===== src/rtl/mm_pkg.sv =====
// Package: shared mode type and condition-field codes for the min/max unit.
// Assumes the mode vector is packed {word, signed, max} from MSB to LSB.
package mm_pkg;
    typedef struct packed {
        logic word;   // compare low half only
        logic sgn;    // two's-complement compare
        logic max;    // pick larger
    } mm_mode_t;

    localparam int unsigned CF_W = 4;
    localparam logic [2:0] REL_LT = 3'b100;
    localparam logic [2:0] REL_GT = 3'b010;
    localparam logic [2:0] REL_EQ = 3'b001;
endpackage


===== src/rtl/mm_xform.sv =====
// Operand transform: maps one operand onto the unsigned compare domain.
// Assumes W is even; word mode moves the low half to the top.
module mm_xform #(
    parameter int unsigned W = 64
) (
    input  logic [W-1:0] val,
    input  logic         word,
    input  logic         sgn,
    output logic [W-1:0] xval
);
    localparam int unsigned HALF = W / 2;

    // Shift for word mode, then flip the sign bit for signed mode.
    always_comb begin
        xval = word ? {val[HALF-1:0], {HALF{1'b0}}} : val;
        if (sgn) begin
            xval[W-1] = ~xval[W-1];
        end
    end
endmodule


===== src/rtl/mm_cmp.sv =====
// Unsigned magnitude compare of two transformed operands.
// Assumes both inputs are already in the unsigned compare domain.
module mm_cmp #(
    parameter int unsigned W = 64
) (
    input  logic [W-1:0] xa,
    input  logic [W-1:0] xb,
    output logic         lt,
    output logic         gt,
    output logic         eq
);
    // Produce the three mutually exclusive relations.
    always_comb begin
        lt = (xa < xb);
        gt = (xa > xb);
        eq = (xa == xb);
    end
endmodule


===== src/rtl/mm_select.sv =====
// Chooses the output source and builds the next condition field.
// Assumes exactly one of lt/gt/eq is set; max swaps the less-than test.
module mm_select
    import mm_pkg::*;
#(
    parameter int unsigned W = 64
) (
    input  logic [W-1:0]    opa,
    input  logic [W-1:0]    opb,
    input  logic            lt,
    input  logic            gt,
    input  logic            eq,
    input  logic            is_max,
    input  logic            rec,
    input  logic            so,
    output logic [W-1:0]    res_nx,
    output logic [CF_W-1:0] cond_nx,
    output logic            we_nx
);
    logic take_a;

    // Swapped test for max: b' < a' is the same as a' > b'.
    always_comb begin
        take_a = is_max ? gt : lt;
        res_nx = take_a ? opa : opb;
    end

    // Condition field from the unswapped relation plus summary overflow.
    always_comb begin
        we_nx   = rec;
        cond_nx = '0;
        if (rec) begin
            unique case (1'b1)
                lt:      cond_nx = {REL_LT, so};
                gt:      cond_nx = {REL_GT, so};
                eq:      cond_nx = {REL_EQ, so};
                default: cond_nx = {3'b000, so};
            endcase
        end
    end
endmodule


===== src/rtl/mmu_minmax.sv =====
// Top: eight-mode integer min/max with optional condition field.
// Assumes XLEN is even; outputs are registered once with a synchronous
// active-low reset.
module mmu_minmax
    import mm_pkg::*;
#(
    parameter int unsigned XLEN = 64
) (
    input  logic            clk,
    input  logic            rst_n,
    input  logic [XLEN-1:0] src_a,
    input  logic [XLEN-1:0] src_b,
    input  logic            ra_is_zero,
    input  logic [2:0]      op_mode,
    input  logic            rec_en,
    input  logic            so_in,
    output logic [XLEN-1:0] res_out,
    output logic [CF_W-1:0] cond_out,
    output logic            cond_wr
);
    mm_mode_t        md;
    logic [XLEN-1:0] opa;
    logic [XLEN-1:0] ops  [2];
    logic [XLEN-1:0] xops [2];
    logic            lt, gt, eq;
    logic [XLEN-1:0] res_nx;
    logic [CF_W-1:0] cond_nx;
    logic            we_nx;

    // Decode mode and substitute zero for the first operand when asked.
    always_comb begin
        md     = mm_mode_t'(op_mode);
        opa    = ra_is_zero ? '0 : src_a;
        ops[0] = opa;
        ops[1] = src_b;
    end

    for (genvar g = 0; g < 2; g++) begin : g_xf
        mm_xform #(.W(XLEN)) u_xf (
            .val  (ops[g]),
            .word (md.word),
            .sgn  (md.sgn),
            .xval (xops[g])
        );
    end

    mm_cmp #(.W(XLEN)) u_cmp (
        .xa (xops[0]),
        .xb (xops[1]),
        .lt (lt),
        .gt (gt),
        .eq (eq)
    );

    mm_select #(.W(XLEN)) u_sel (
        .opa     (opa),
        .opb     (src_b),
        .lt      (lt),
        .gt      (gt),
        .eq      (eq),
        .is_max  (md.max),
        .rec     (rec_en),
        .so      (so_in),
        .res_nx  (res_nx),
        .cond_nx (cond_nx),
        .we_nx   (we_nx)
    );

    // Output register stage.
    always_ff @(posedge clk) begin
        if (!rst_n) begin
            res_out  <= '0;
            cond_out <= '0;
            cond_wr  <= 1'b0;
        end else begin
            res_out  <= res_nx;
            cond_out <= cond_nx;
            cond_wr  <= we_nx;
        end
    end
endmodule


===== config.mk =====
export PLATFORM = sky130hd
export DESIGN_NAME = mmu_minmax
export DESIGN_NICKNAME = d
export VERILOG_FILES = /design/src/rtl/mm_pkg.sv /design/src/rtl/mm_xform.sv /design/src/rtl/mm_cmp.sv /design/src/rtl/mm_select.sv /design/src/rtl/mmu_minmax.sv
export SDC_FILE = /design/constraint.sdc
export NUM_CORES = 1
export LEC_CHECK = 0
export BUFFER_PORTS_ARGS = -buffer_cell sky130_fd_sc_hd__buf_4
export CAP_MARGIN = 10
export CORE_MARGIN = 2
export CORE_UTILIZATION = 55
export CTS_CLUSTER_SIZE = 16
export DETAILED_ROUTE_END_ITERATION = 10
export GPL_ROUTABILITY_DRIVEN = 1
export PLACE_DENSITY = 0.87
export SYNTH_ARGS = -nofsm -noshare
export SYNTH_HDL_FRONTEND = slang
export SYNTH_SLANG_ARGS = --single-unit
export TNS_END_PERCENT = 5

===== constraint.sdc =====
create_clock -name clk -period 10 [get_ports clk]
set_input_delay 0.5 -clock clk [delete_from_list [all_inputs] [get_ports clk]]
set_output_delay 0.5 -clock clk [all_outputs]
set_load 0.05 [all_outputs]

==> results by group <==
Die
  – Chip Height: 106.2 um
  – Die Area: between 0.01 and 0.015 mm^2
  – Chip Width: ~110 um
  – Initial Util: 0.5616
  – Site row count: 37
  – Core area: roughly 0.010 mm^2
  – IO Pins: 205

Placement
  – Post-DP HPWL: ~11000 um
  – Count of buffers from port buffering: roughly 200
  – GPL Wtd Cong: 0.8075

Clock network
  – Clock sink total: 69
  – Setup Buffers After CTS: 0
  – CTS tree: done
  – Clock root buffer: clkbuf_8
  – Post-CTS Resized: 0
  – H-tree levels: 3
  – CTS Buffer Depth: 2
  – CTS buffer count: 9
  – Reg clk slew, reported paths: around 0.08 ns
  – CTS Hold Buffers Added: 0

Timing
  – Final Slew Violations: 0
  – Min cycle time layout: a little under 5 ns
  – Unrepaired setup endpoints after global routing: no
  – Total negative slack: 0 ns
  – Fin crit share: 0.4972
  – Final setup violation count: 0
  – Slew HR: 0.2412
  – Final Hold Violating Endpoints: 0
  – FMAX: between 0.2 and 0.25 GHz
  – Worst Max-Slew Pin Slew: about 1.1 ns
  – Final hold slack: roughly 0.38 ns

Worst setup path
  – Crit path kind: input pin to flip-flop
  – Worst endpoint data arrival time: roughly 5.3 ns
  – Crit-path max FO: 64
  – Critical Path RT: about 10 ns
  – Startpoint types: input pin
  – CP endpoint kind: flip-flop

Hold path
  – Hold Path End: cond_out[0]$_SDFF_PN0_
  – Hold Crit Class: input pin to flip-flop
  – Hold Crit Depth: 2
  – Hold path start: so_in

Routing
  – Routed WL: 15270 um
  – M1 WL: 6487 um
  – Wire length on met3: ~920 um
  – DRC: 0
  – Vias per cell: around 5.6
  – 1st-iter DRT viols: approximately 200
  – Routed WL per cell: approximately 16 um
  – Highest metal used: met4
  – Routed Antenna Nets: 0
  – Metal2 WL: around 7600 um
  – Drt pass-1 iters: 4
  – Vias: 5369

Logic synthesis
  – Avg Synthesized Cell Area: ~8.9 um^2
  – Synth Cell Area: roughly 0.0057 mm^2
  – FF+latch count, synth: 69
  – Sequential share of the synthesized area: 0.2404
  – Post-Synthesis Cells: around 640
  – Mapped Nets: around 840
  – Top cells by area, synth: dfxtp_1 (24%), mux2i_1 (22%), ha_1 (14%)
  – Synth warnings: 0
  – Synth area leader: dfxtp_1
  – Post-synth top area share: 0.2404
  – Distinct cells, synth: 44

Power
  – Peak supply drop: 0.07816 mV
  – Lkg Pwr: ~3.7 nW
  – Power density cells: around 130 mW/mm^2

GRT
  – First-pass GRT wire length: between 20000 and 25000 um
  – Gr ovfl total: 0
  – Pin count of the biggest net entering global routing: between 80 and 90
  – Gr usage total: 0.2671
  – Vias in the first global route: 5323
  – Initial antenna violation count: 0

Outcome
  – Status: finished clean

Layout
  – Fill cells: about 800
  – Area delta synth->final: 27.07%
  – Post-layout nets: roughly 1000
  – Layout cells sized above 1: 0.2835
  – # diodes: 0

Job
  – Max Cap Viol: 0
==> layout make-up <==
type / instances / area, um^2 / share of cell area
multi-input combinational: 528 / 3978 / 0.5448
timing repair buffer: 207 / 1554 / 0.2129
sequential: 69 / 1381 / 0.1892
tap: 136 / 170.2 / 0.02331
clock buffer: 11 / 151.4 / 0.02074
clock inverter: 5 / 58.81 / 0.008055
inverter: 2 / 7.507 / 0.001028
==> Yosys cell counts <==
master         instances
inv_1                  2
xor2_1                 2
buf_2                  3
and3_1                 1
nand3_1                8
o311a_1                1
nor3_2                 1
ha_1                  64
nor4_1                 2
nor3_1                 3
nand4_2                1
nor2_1                41
o211ai_2               1
and2b_2                1
buf_12                 7
clkbuf_8               3
a2111oi_2              1
mux2i_1              128
nand3b_1              62
a21o_1                 2
a221oi_1               2
nand4_1               14
a211oi_1               2
or4_1                  2
a21oi_1               23
buf_1                  5
buf_6                  2
and3_2                 1
nand2_2                1
a21boi_0               1
dlygate4sd3_1          8
and4_1                 2
o21ai_1                1
and2_1                31
dfxtp_1               69
o211ai_1               1
nand2b_1              32
o21ai_0                8
nand2_1               82
nor2b_1                3
mux2_4                 1
clkbuf_1              17
or4_4                  1
a221o_1                1
==> layout by cell type (no fill, tap or decap), types with 2 or more instances in the layout <==
| master | count |
|---|---|
| xor2_1 | 2 |
| nand2_1 | 82 |
| and2_1 | 31 |
| nor3_1 | 3 |
| inv_1 | 2 |
| and4_1 | 2 |
| nand4_1 | 14 |
| nor2_1 | 40 |
| dfxtp_1 | 69 |
| a21o_1 | 2 |
| buf_4 | 207 |
| nand3_1 | 8 |
| nand2b_1 | 32 |
| a221oi_1 | 2 |
| o21ai_0 | 8 |
| clkinvlp_4 | 2 |
| nand3b_1 | 62 |
| nor4_1 | 2 |
| a211oi_1 | 2 |
| nor2b_1 | 3 |
| ha_1 | 64 |
| a21oi_1 | 23 |
| clkbuf_8 | 11 |
| or4_1 | 2 |
| mux2i_1 | 128 |
==> flip-flops by register name, summed over array words and instances (netlist names) <==
| signal | flops |
|---|---|
| res_out | 64 |
| cond_out | 4 |
| cond_wr | 1 |
==> worst max path at each step <==
stage | from | to | slack [ns] | cells after the start
2_1_floorplan | op_mode[2] | res_out[0]$_SDFF_PN0_ | 6.00 | 15
3_3_place_gp | op_mode[2] | res_out[52]$_SDFF_PN0_ | 4.84 | 12
3_5_place_dp | op_mode[2] | res_out[44]$_SDFF_PN0_ | 4.70 | 12
4_1_cts | op_mode[2] | res_out[4]$_SDFF_PN0_ | 5.04 | 12
5_1_grt | op_mode[2] | res_out[44]$_SDFF_PN0_ | 4.75 | 12
6_report | op_mode[2] | res_out[23]$_SDFF_PN0_ | 5.03 | 12
==> power breakdown <==
part / internal (mW) / switching, mW
Combinational: 0.149 / 0.221
Sequential: 0.301 / 0.00734
Clock: 0.129 / 0.116
Total: 0.578 / 0.345
==> through the flow <==
step	area (um^2)	utilization	power, mW	setup WS [ns]	std cells
2_1_floorplan	5746	-	0.5764	5.998	644
3_3_place_gp	7091	0.6930	0.6729	4.842	942
6_report	7301	0.7136	0.9231	5.028	958
4_1_cts	7301	0.7136	0.9253	5.042	958
3_5_place_dp	7091	0.6930	0.6829	4.700	942
5_1_grt	7301	0.7136	0.9673	4.752	958
==> metal layers <==
layer / global-route usage / vias up
li1: - / 2615
met1: 0.3241 / 2563
met2: 0.4712 / 166
met3: 0.05273 / 25
met4: 0.08835 / 0
met5: 0 / -
==> critical path: stages <==
cell and delay (ns):
buf_4 0.37, buf_4 0.73, nor2_2 0.40, and2_1 0.29
ha_1 0.33, nand4_2 0.17, a2111oi_2 0.35, nor3_1 0.10
or4_4 0.54, o211ai_2 0.12, mux2_4 0.95, mux2i_1 0.28
==> logic make-up (layout without fill, tap and decap cells) <==
| family | count (synthesis) | count (layout) | share of synthesized area |
|---|---|---|---|
| buf+inv | 47 | 225 | 0.06773 |
| xor+xnor | 2 | 2 | 0.003049 |
| flops | 69 | 69 | 0.2404 |
| mux | 129 | 129 | 0.2256 |
| fa+ha+maj | 64 | 64 | 0.1394 |
| compound gates | 44 | 44 | 0.04704 |
| simple gates | 289 | 289 | 0.2768 |
Note: power is estimated with default switching activity, not from simulation.
